File: src/rtl/mbox_pkg.sv
package mbox_pkg;

    typedef enum logic [2:0] {
        HR_OSTAT = 3'b000,
        HR_OIDX  = 3'b001,
        HR_RSV2  = 3'b010,
        HR_ISTAT = 3'b011,
        HR_IIDX  = 3'b100,
        HR_RSV5  = 3'b101,
        HR_OBUF  = 3'b110,
        HR_IBUF  = 3'b111
    } host_reg_e;

    typedef enum logic [1:0] {
        AR_INBUF  = 2'b00,
        AR_OUTBUF = 2'b01,
        AR_STAT   = 2'b10,
        AR_NONE   = 2'b11
    } apb_region_e;

    typedef struct packed {
        logic      vld;
        logic      rd;
        host_reg_e sel;
        logic [7:0] wdata;
    } host_req_t;

endpackage

File: src/rtl/mbox_host_port.sv
module mbox_host_port
    import mbox_pkg::*;
(
    input  logic       clk,
    input  logic       rst_n,
    input  logic       hcs_n,
    input  logic       has_n,
    input  logic       hrw,
    input  logic [2:0] haddr,
    input  logic [7:0] hdin,
    output host_req_t  req,
    output logic       hdout_oe
);

    typedef struct packed {
        logic held;
    } hst_t;

    hst_t st_d, st_q;
    logic strobe;

    always_comb begin
        strobe     = !hcs_n && !has_n;
        st_d       = st_q;
        st_d.held  = strobe;
        req.vld    = strobe && !st_q.held;
        req.rd     = hrw;
        req.sel    = host_reg_e'(haddr);
        req.wdata  = hdin;
        hdout_oe   = !hcs_n && hrw;
    end

    always_ff @(posedge clk or negedge rst_n) begin
        if (!rst_n) st_q <= '0;
        else        st_q <= st_d;
    end

    // a held strobe yields only one access
    a_r9_single_access: assert property (@(posedge clk) disable iff (!rst_n)
        req.vld |=> !req.vld);

endmodule

File: src/rtl/mbox_apb_port.sv
module mbox_apb_port
    import mbox_pkg::*;
#(
    parameter int IDX_W = 5
) (
    input  logic             psel,
    input  logic             penable,
    input  logic             pwrite,
    input  logic [IDX_W+1:0] paddr,
    output logic             wr_en,
    output apb_region_e      region,
    output logic [IDX_W-1:0] offset
);

    always_comb begin
        wr_en  = psel && penable && pwrite;
        region = apb_region_e'(paddr[IDX_W+1:IDX_W]);
        offset = paddr[IDX_W-1:0];
    end

endmodule

File: src/rtl/mbox_store.sv
module mbox_store
    import mbox_pkg::*;
#(
    parameter int DEPTH = 32
) (
    input  logic                     clk,
    input  logic                     rst_n,
    input  host_req_t                hreq,
    input  logic                     apb_wr,
    input  apb_region_e              apb_region,
    input  logic [$clog2(DEPTH)-1:0] apb_off,
    input  logic [7:0]               apb_wdata,
    output logic [15:0]              prdata,
    output logic [7:0]               hdout,
    output logic                     h2c_irq,
    output logic                     c2h_irq
);

    localparam int IDX_W = $clog2(DEPTH);
    typedef logic [IDX_W-1:0] idx_t;

    typedef struct packed {
        logic [DEPTH-1:0][7:0] ibuf;
        logic [DEPTH-1:0][7:0] obuf;
        idx_t                  iidx;
        idx_t                  oidx;
        logic                  istat;
        logic                  ostat;
        logic [7:0]            hrd;
    } st_t;

    st_t st_d, st_q;
    logic host_wr, host_rd;
    logic apb_istat_clr, apb_ostat_wr;
    logic [7:0] host_view;

    always_comb begin
        host_wr       = hreq.vld && !hreq.rd;
        host_rd       = hreq.vld &&  hreq.rd;
        apb_istat_clr = apb_wr && apb_region == AR_STAT && !apb_off[0] && apb_wdata[0];
        apb_ostat_wr  = apb_wr && apb_region == AR_STAT &&  apb_off[0];

        case (hreq.sel)
            HR_OSTAT: host_view = {7'd0, st_q.ostat};
            HR_OIDX:  host_view = 8'(st_q.oidx);
            HR_ISTAT: host_view = {7'd0, st_q.istat};
            HR_IIDX:  host_view = 8'(st_q.iidx);
            HR_OBUF:  host_view = st_q.obuf[st_q.oidx];
            HR_IBUF:  host_view = st_q.ibuf[st_q.iidx];
            default:  host_view = 8'd0;
        endcase

        st_d = st_q;

        // processor clears inbound flag first; a host write in the same cycle overrides
        if (apb_istat_clr) st_d.istat = 1'b0;

        if (host_wr) begin
            case (hreq.sel)
                HR_OSTAT: st_d.ostat = 1'b0;
                HR_OIDX:  st_d.oidx  = '0;
                HR_ISTAT: st_d.istat = hreq.wdata[0];
                HR_IIDX:  st_d.iidx  = '0;
                HR_IBUF: begin
                    st_d.ibuf[st_q.iidx] = hreq.wdata;
                    st_d.iidx            = st_q.iidx + idx_t'(1);
                end
                default: ;
            endcase
        end

        if (host_rd) begin
            st_d.hrd = host_view;
            if (hreq.sel == HR_OBUF) st_d.oidx = st_q.oidx + idx_t'(1);
        end

        // processor write to outbound flag applied last so it wins over a host clear
        if (apb_ostat_wr) st_d.ostat = apb_wdata[0];
        if (apb_wr && apb_region == AR_OUTBUF) st_d.obuf[apb_off] = apb_wdata;
    end

    always_ff @(posedge clk or negedge rst_n) begin
        if (!rst_n) st_q <= '0;
        else        st_q <= st_d;
    end

    always_comb begin
        case (apb_region)
            AR_INBUF:  prdata = {8'd0, st_q.ibuf[apb_off]};
            AR_OUTBUF: prdata = {8'd0, st_q.obuf[apb_off]};
            AR_STAT:   prdata = {15'd0, apb_off[0] ? st_q.ostat : st_q.istat};
            default:   prdata = 16'd0;
        endcase
        hdout   = st_q.hrd;
        h2c_irq = st_q.istat;
        c2h_irq = st_q.ostat;
    end

    // index clear
    a_r2_iidx_clear: assert property (@(posedge clk) disable iff (!rst_n)
        (host_wr && hreq.sel == HR_IIDX) |=> (st_q.iidx == '0));
    // inbound index steps and wraps
    a_r3_iidx_step: assert property (@(posedge clk) disable iff (!rst_n)
        (host_wr && hreq.sel == HR_IBUF) |=> (st_q.iidx == idx_t'($past(st_q.iidx) + 1)));
    // outbound index steps on data-port read
    a_r4_oidx_step: assert property (@(posedge clk) disable iff (!rst_n)
        (host_rd && hreq.sel == HR_OBUF) |=> (st_q.oidx == idx_t'($past(st_q.oidx) + 1)));
    // host set raises processor interrupt
    a_r5_h2c_set: assert property (@(posedge clk) disable iff (!rst_n)
        (host_wr && hreq.sel == HR_ISTAT && hreq.wdata[0]) |=> h2c_irq);
    // processor write decides the outbound interrupt
    a_r7_c2h_cpu: assert property (@(posedge clk) disable iff (!rst_n)
        apb_ostat_wr |=> (c2h_irq == $past(apb_wdata[0])));
    // inbound flag changes only on its own writers
    a_r6_istat_hold: assert property (@(posedge clk) disable iff (!rst_n)
        (!apb_istat_clr && !(host_wr && hreq.sel == HR_ISTAT)) |=> $stable(h2c_irq));

endmodule

File: src/rtl/mbox_bridge.sv
module mbox_bridge
    import mbox_pkg::*;
#(
    parameter int DEPTH = 32
) (
    input  logic                     clk,
    input  logic                     rst_n,
    input  logic                     psel,
    input  logic                     penable,
    input  logic                     pwrite,
    input  logic [$clog2(DEPTH)+1:0] paddr,
    input  logic [7:0]               pwdata,
    output logic [15:0]              prdata,
    output logic                     h2c_irq,
    input  logic                     hcs_n,
    input  logic                     has_n,
    input  logic                     hrw,
    input  logic [2:0]               haddr,
    input  logic [7:0]               hdin,
    output logic [7:0]               hdout,
    output logic                     hdout_oe,
    output logic                     c2h_irq
);

    localparam int IDX_W = $clog2(DEPTH);

    host_req_t          hreq;
    logic               apb_wr;
    apb_region_e        apb_region;
    logic [IDX_W-1:0]   apb_off;

    mbox_host_port u_host (
        .clk      (clk),
        .rst_n    (rst_n),
        .hcs_n    (hcs_n),
        .has_n    (has_n),
        .hrw      (hrw),
        .haddr    (haddr),
        .hdin     (hdin),
        .req      (hreq),
        .hdout_oe (hdout_oe)
    );

    mbox_apb_port #(.IDX_W(IDX_W)) u_apb (
        .psel    (psel),
        .penable (penable),
        .pwrite  (pwrite),
        .paddr   (paddr),
        .wr_en   (apb_wr),
        .region  (apb_region),
        .offset  (apb_off)
    );

    mbox_store #(.DEPTH(DEPTH)) u_store (
        .clk        (clk),
        .rst_n      (rst_n),
        .hreq       (hreq),
        .apb_wr     (apb_wr),
        .apb_region (apb_region),
        .apb_off    (apb_off),
        .apb_wdata  (pwdata),
        .prdata     (prdata),
        .hdout      (hdout),
        .h2c_irq    (h2c_irq),
        .c2h_irq    (c2h_irq)
    );

endmodule

File: config.mk
export PLATFORM = sky130hd
export DESIGN_NAME = mbox_bridge
export DESIGN_NICKNAME = d
export VERILOG_FILES = /design/src/rtl/mbox_pkg.sv /design/src/rtl/mbox_host_port.sv /design/src/rtl/mbox_apb_port.sv /design/src/rtl/mbox_store.sv /design/src/rtl/mbox_bridge.sv
export SDC_FILE = /design/constraint.sdc
export NUM_CORES = 1
export LEC_CHECK = 0
export ABC_AREA = 0
export ABC_CLOCK_PERIOD_IN_PS = 3350
export BUFFER_PORTS_ARGS = -buffer_cell sky130_fd_sc_hd__buf_4
export CAP_MARGIN = 20
export CELL_PAD_IN_SITES_DETAIL_PLACEMENT = 0
export CELL_PAD_IN_SITES_GLOBAL_PLACEMENT = 1
export CORE_ASPECT_RATIO = 2
export CORE_UTILIZATION = 47
export DETAILED_ROUTE_END_ITERATION = 10
export PLACE_DENSITY_LB_ADDON = 0.1
export SETUP_SLACK_MARGIN = 0.1
export SLEW_MARGIN = 20
export SYNTH_ARGS = -nofsm -noshare
export SYNTH_HDL_FRONTEND = slang
export SYNTH_HIERARCHICAL = 1
export SYNTH_SLANG_ARGS = --single-unit
File: constraint.sdc
create_clock -name clk -period 3.35 [get_ports clk]
set_input_delay 0.67 -clock clk [delete_from_list [all_inputs] [get_ports clk]]
set_output_delay 0.67 -clock clk [all_outputs]
set_load 0.005 [all_outputs]
==> qor.yml <==
status: "complete, no violations"
fin_crit_ns: 3.30
drtIter0Drc: 1407
power_density_nw_per_um2: 444
hold_ws_ns: 0.0727
worstMarginPinSlew_ns: 0.970
critPathMaxFanout: 6
final_common_cell: "dfrtp_1"
yosysSeqAreaShare: 0.461
cts_tree: "yes"
routed_wl_mm: 102
clock_skew_ns: 0.0255
finalMaxSlewViolations: 0
min_path_type: "in2async"
syn_area_sq_um: 28900
portBuffers: 52
first_global_vias: 21000
syn-instance-count: 2025
antenna_found_initial: 0
clkPwrFrac: 0.420
grt_max_degree: 81
fin_util: 0.550
power.internal_mw: 11.0
relSlewSlack: 0.347
rsz0062_at_grt: "true"
cp.required_ns: 2.68
p_leak_nw: 15.0
firstDrtPassIters: 6
synth_cell_types: 65
max_cap_viol_count: 0
avgSynthCellArea_sq_um: 14.3
nets: 2167
worstSetupStartpointType: "input pin"
h-tree-depth: 2
worstSetupEndpointType: "output pin"
ys_warn_count: 6
max_freq_mhz: 303
die-area_sq_um: 62600
gp_congestion: 0.978
setup_viol: 0
rows: 128
core_sq_um: 60900
io_pins: 61
overflow: 0
synth_flop_cell: "dfrtp_1"
cts_root_buf: "clkbuf_16"
finalPower_mw: 14.9
clock_path_buffers: 3
clkSlewWorstSetupHoldPaths_ns: 0.07
seqPwrFrac: 0.457
switchingPower_mw: 3.87
crit_type: "in2out"
wl_per_cell_um: 34.6
clkSinkCount: 533
chipHeight_um: 353
final_cell_mix: "dfrtp_1, mux2_2, mux4_2"
vdd_drop_max_uv: 380
drive_gt1_frac: 0.518
numCtsBuffers: 52
n_antenna_cell: 0
combPwrFrac: 0.123
drc: 0
reg2reg_setup_slack_ns: 0.20
antenna_left: 0
critPathArrivalTime_ns: 2.63
start_util: 0.475
vias_per_cell: 6.61
synth_seq_cells: 533
area_growth_pct: 15.7
hold_viol: 0
grt_pass1_wl_mm: 148
clock_latency_ns: 0.62
synth_edf_count: 0
period_share: 0.985
p_sw_frac: 0.261
hpwl_mm: 75.1
dieWidth_um: 177
postSynth.asyncResetShare: 1.00
vias: 19500
track_usage: 0.336
## worst max-delay path: stages
cell     delay [ns]
buf_16         0.14
buf_12         0.17
buf_12         0.12
mux4_2         0.51
a22oi_2        0.35
a41oi_2        0.25
a21oi_2        0.20
nor2_1         0.06
buf_4          0.15
## layer usage
layer / GRT usage / routed length (um) / part of all wire
met1: 0.336 / 32200 / 0.32
met3: 0.0451 / 4260 / 0.042
met2: 0.595 / 53800 / 0.53
met4: 0.307 / 11700 / 0.11
met5: 0 / 0 / 0
## power groups by stage
stage	registers, mW	logic (mW)	clock network [mW]
floorplan	6.75	1.14	0
global placement	6.90	1.75	0
detailed placement	6.91	1.77	0
CTS	6.79	1.83	6.35
global route	6.80	1.94	6.59
finish	6.79	1.83	6.23
## cells by family after synthesis
group / synth area share
XOR/XNOR: 0.00121
AO/OA/AOI/OAI: 0.0461
other: 0.000130
flip-flops: 0.461
AND/OR/NAND/NOR: 0.0456
multiplexers: 0.408
buffers and inverters: 0.0357
adder cells (fa/ha/maj): 0.00216
## per-stage QoR
stage	setup TNS [ns]	cell area (sq um)	setup WS [ns]	instances
final	0	33400	0.0498	2950
after global routing	0	33400	0.0543	2950
after CTS	0	33300	0.0857	2946
after detailed placement	-1.16	31000	-0.190	2834
after global placement	-1.42	31000	-0.240	2834
after floorplan	0	28900	0.257	2032
## cell type report
cell class	count	area [sq um]
repair buffers	246	2470
multi-input cells	1292	14800
fillers	5100	27400
clock inverters	20	213
inverters	3	11.3
flip-flops and latches	533	13300
clock buffers	76	1580
well taps	780	976
## synth_stat cells, types with 5 or more instances
| cell type | count | area [sq um] |
|---|---|---|
| o21ai_0 | 21 | 105 |
| nand4b_1 | 5 | 43.8 |
| ha_1 | 5 | 62.6 |
| buf_4 | 38 | 285 |
| a22o_1 | 6 | 52.6 |
| mux2i_1 | 118 | 1180 |
| mux4_1 | 12 | 315 |
| nor4_1 | 8 | 50.1 |
| nand2_1 | 72 | 270 |
| and3b_1 | 7 | 61.3 |
| buf_2 | 51 | 255 |
| mux2_2 | 514 | 5790 |
| nor2_2 | 8 | 50.1 |
| o22ai_1 | 52 | 325 |
| clkbuf_1 | 96 | 360 |
| nor2b_1 | 7 | 43.8 |
| and3_1 | 8 | 50.1 |
| mux4_2 | 200 | 4500 |
| nand3b_1 | 5 | 37.5 |
| a211oi_1 | 6 | 45.0 |
| a21oi_1 | 13 | 65.1 |
| a31oi_1 | 6 | 37.5 |
| nor2_1 | 35 | 131 |
| and2_1 | 9 | 56.3 |
| dfrtp_1 | 533 | 13300 |
| a22oi_1 | 67 | 503 |
| nand3_1 | 22 | 110 |
| nand4_1 | 11 | 68.8 |
| nor3_1 | 8 | 40.0 |
| a41oi_1 | 7 | 61.3 |
| buf_1 | 15 | 56.3 |
## path summary, 6_finish.rpt
kind / end / start / cells past startpoint
min in group clk: u_host/st_q$_DFF_PN0_ / has_n / 2
max in group asynchronous: u_store/st_q[378]$_DFFE_PN0P_ / rst_n / 2
worst max-delay path: prdata[5] / paddr[0] / 9
worst max register to register: u_store/hdout[4]$_DFFE_PN0P_ / u_store/st_q[18]$_DFFE_PN0P_ / 6
worst min-delay path: u_store/st_q[19]$_DFFE_PN0P_ / rst_n / 1
worst min register to register: u_store/st_q[203]$_DFFE_PN0P_ / u_store/st_q[203]$_DFFE_PN0P_ / 1
## sequential cells by signal, summed over array words and instances, names as in the netlist
register	flops
u_store/st_q	522
u_store/hdout	8
u_host/st_q	1
u_store/c2h_irq	1
u_store/h2c_irq	1
## what timing repair did
item,CTS,global route
buffers inserted,12,4
pin swaps,13,15
hold buffers,0,0
endpoints found under the setup margin,8,8
resized for setup,48,19
gates cloned,4,0
Note: power is estimated with default switching activity, not from simulation.
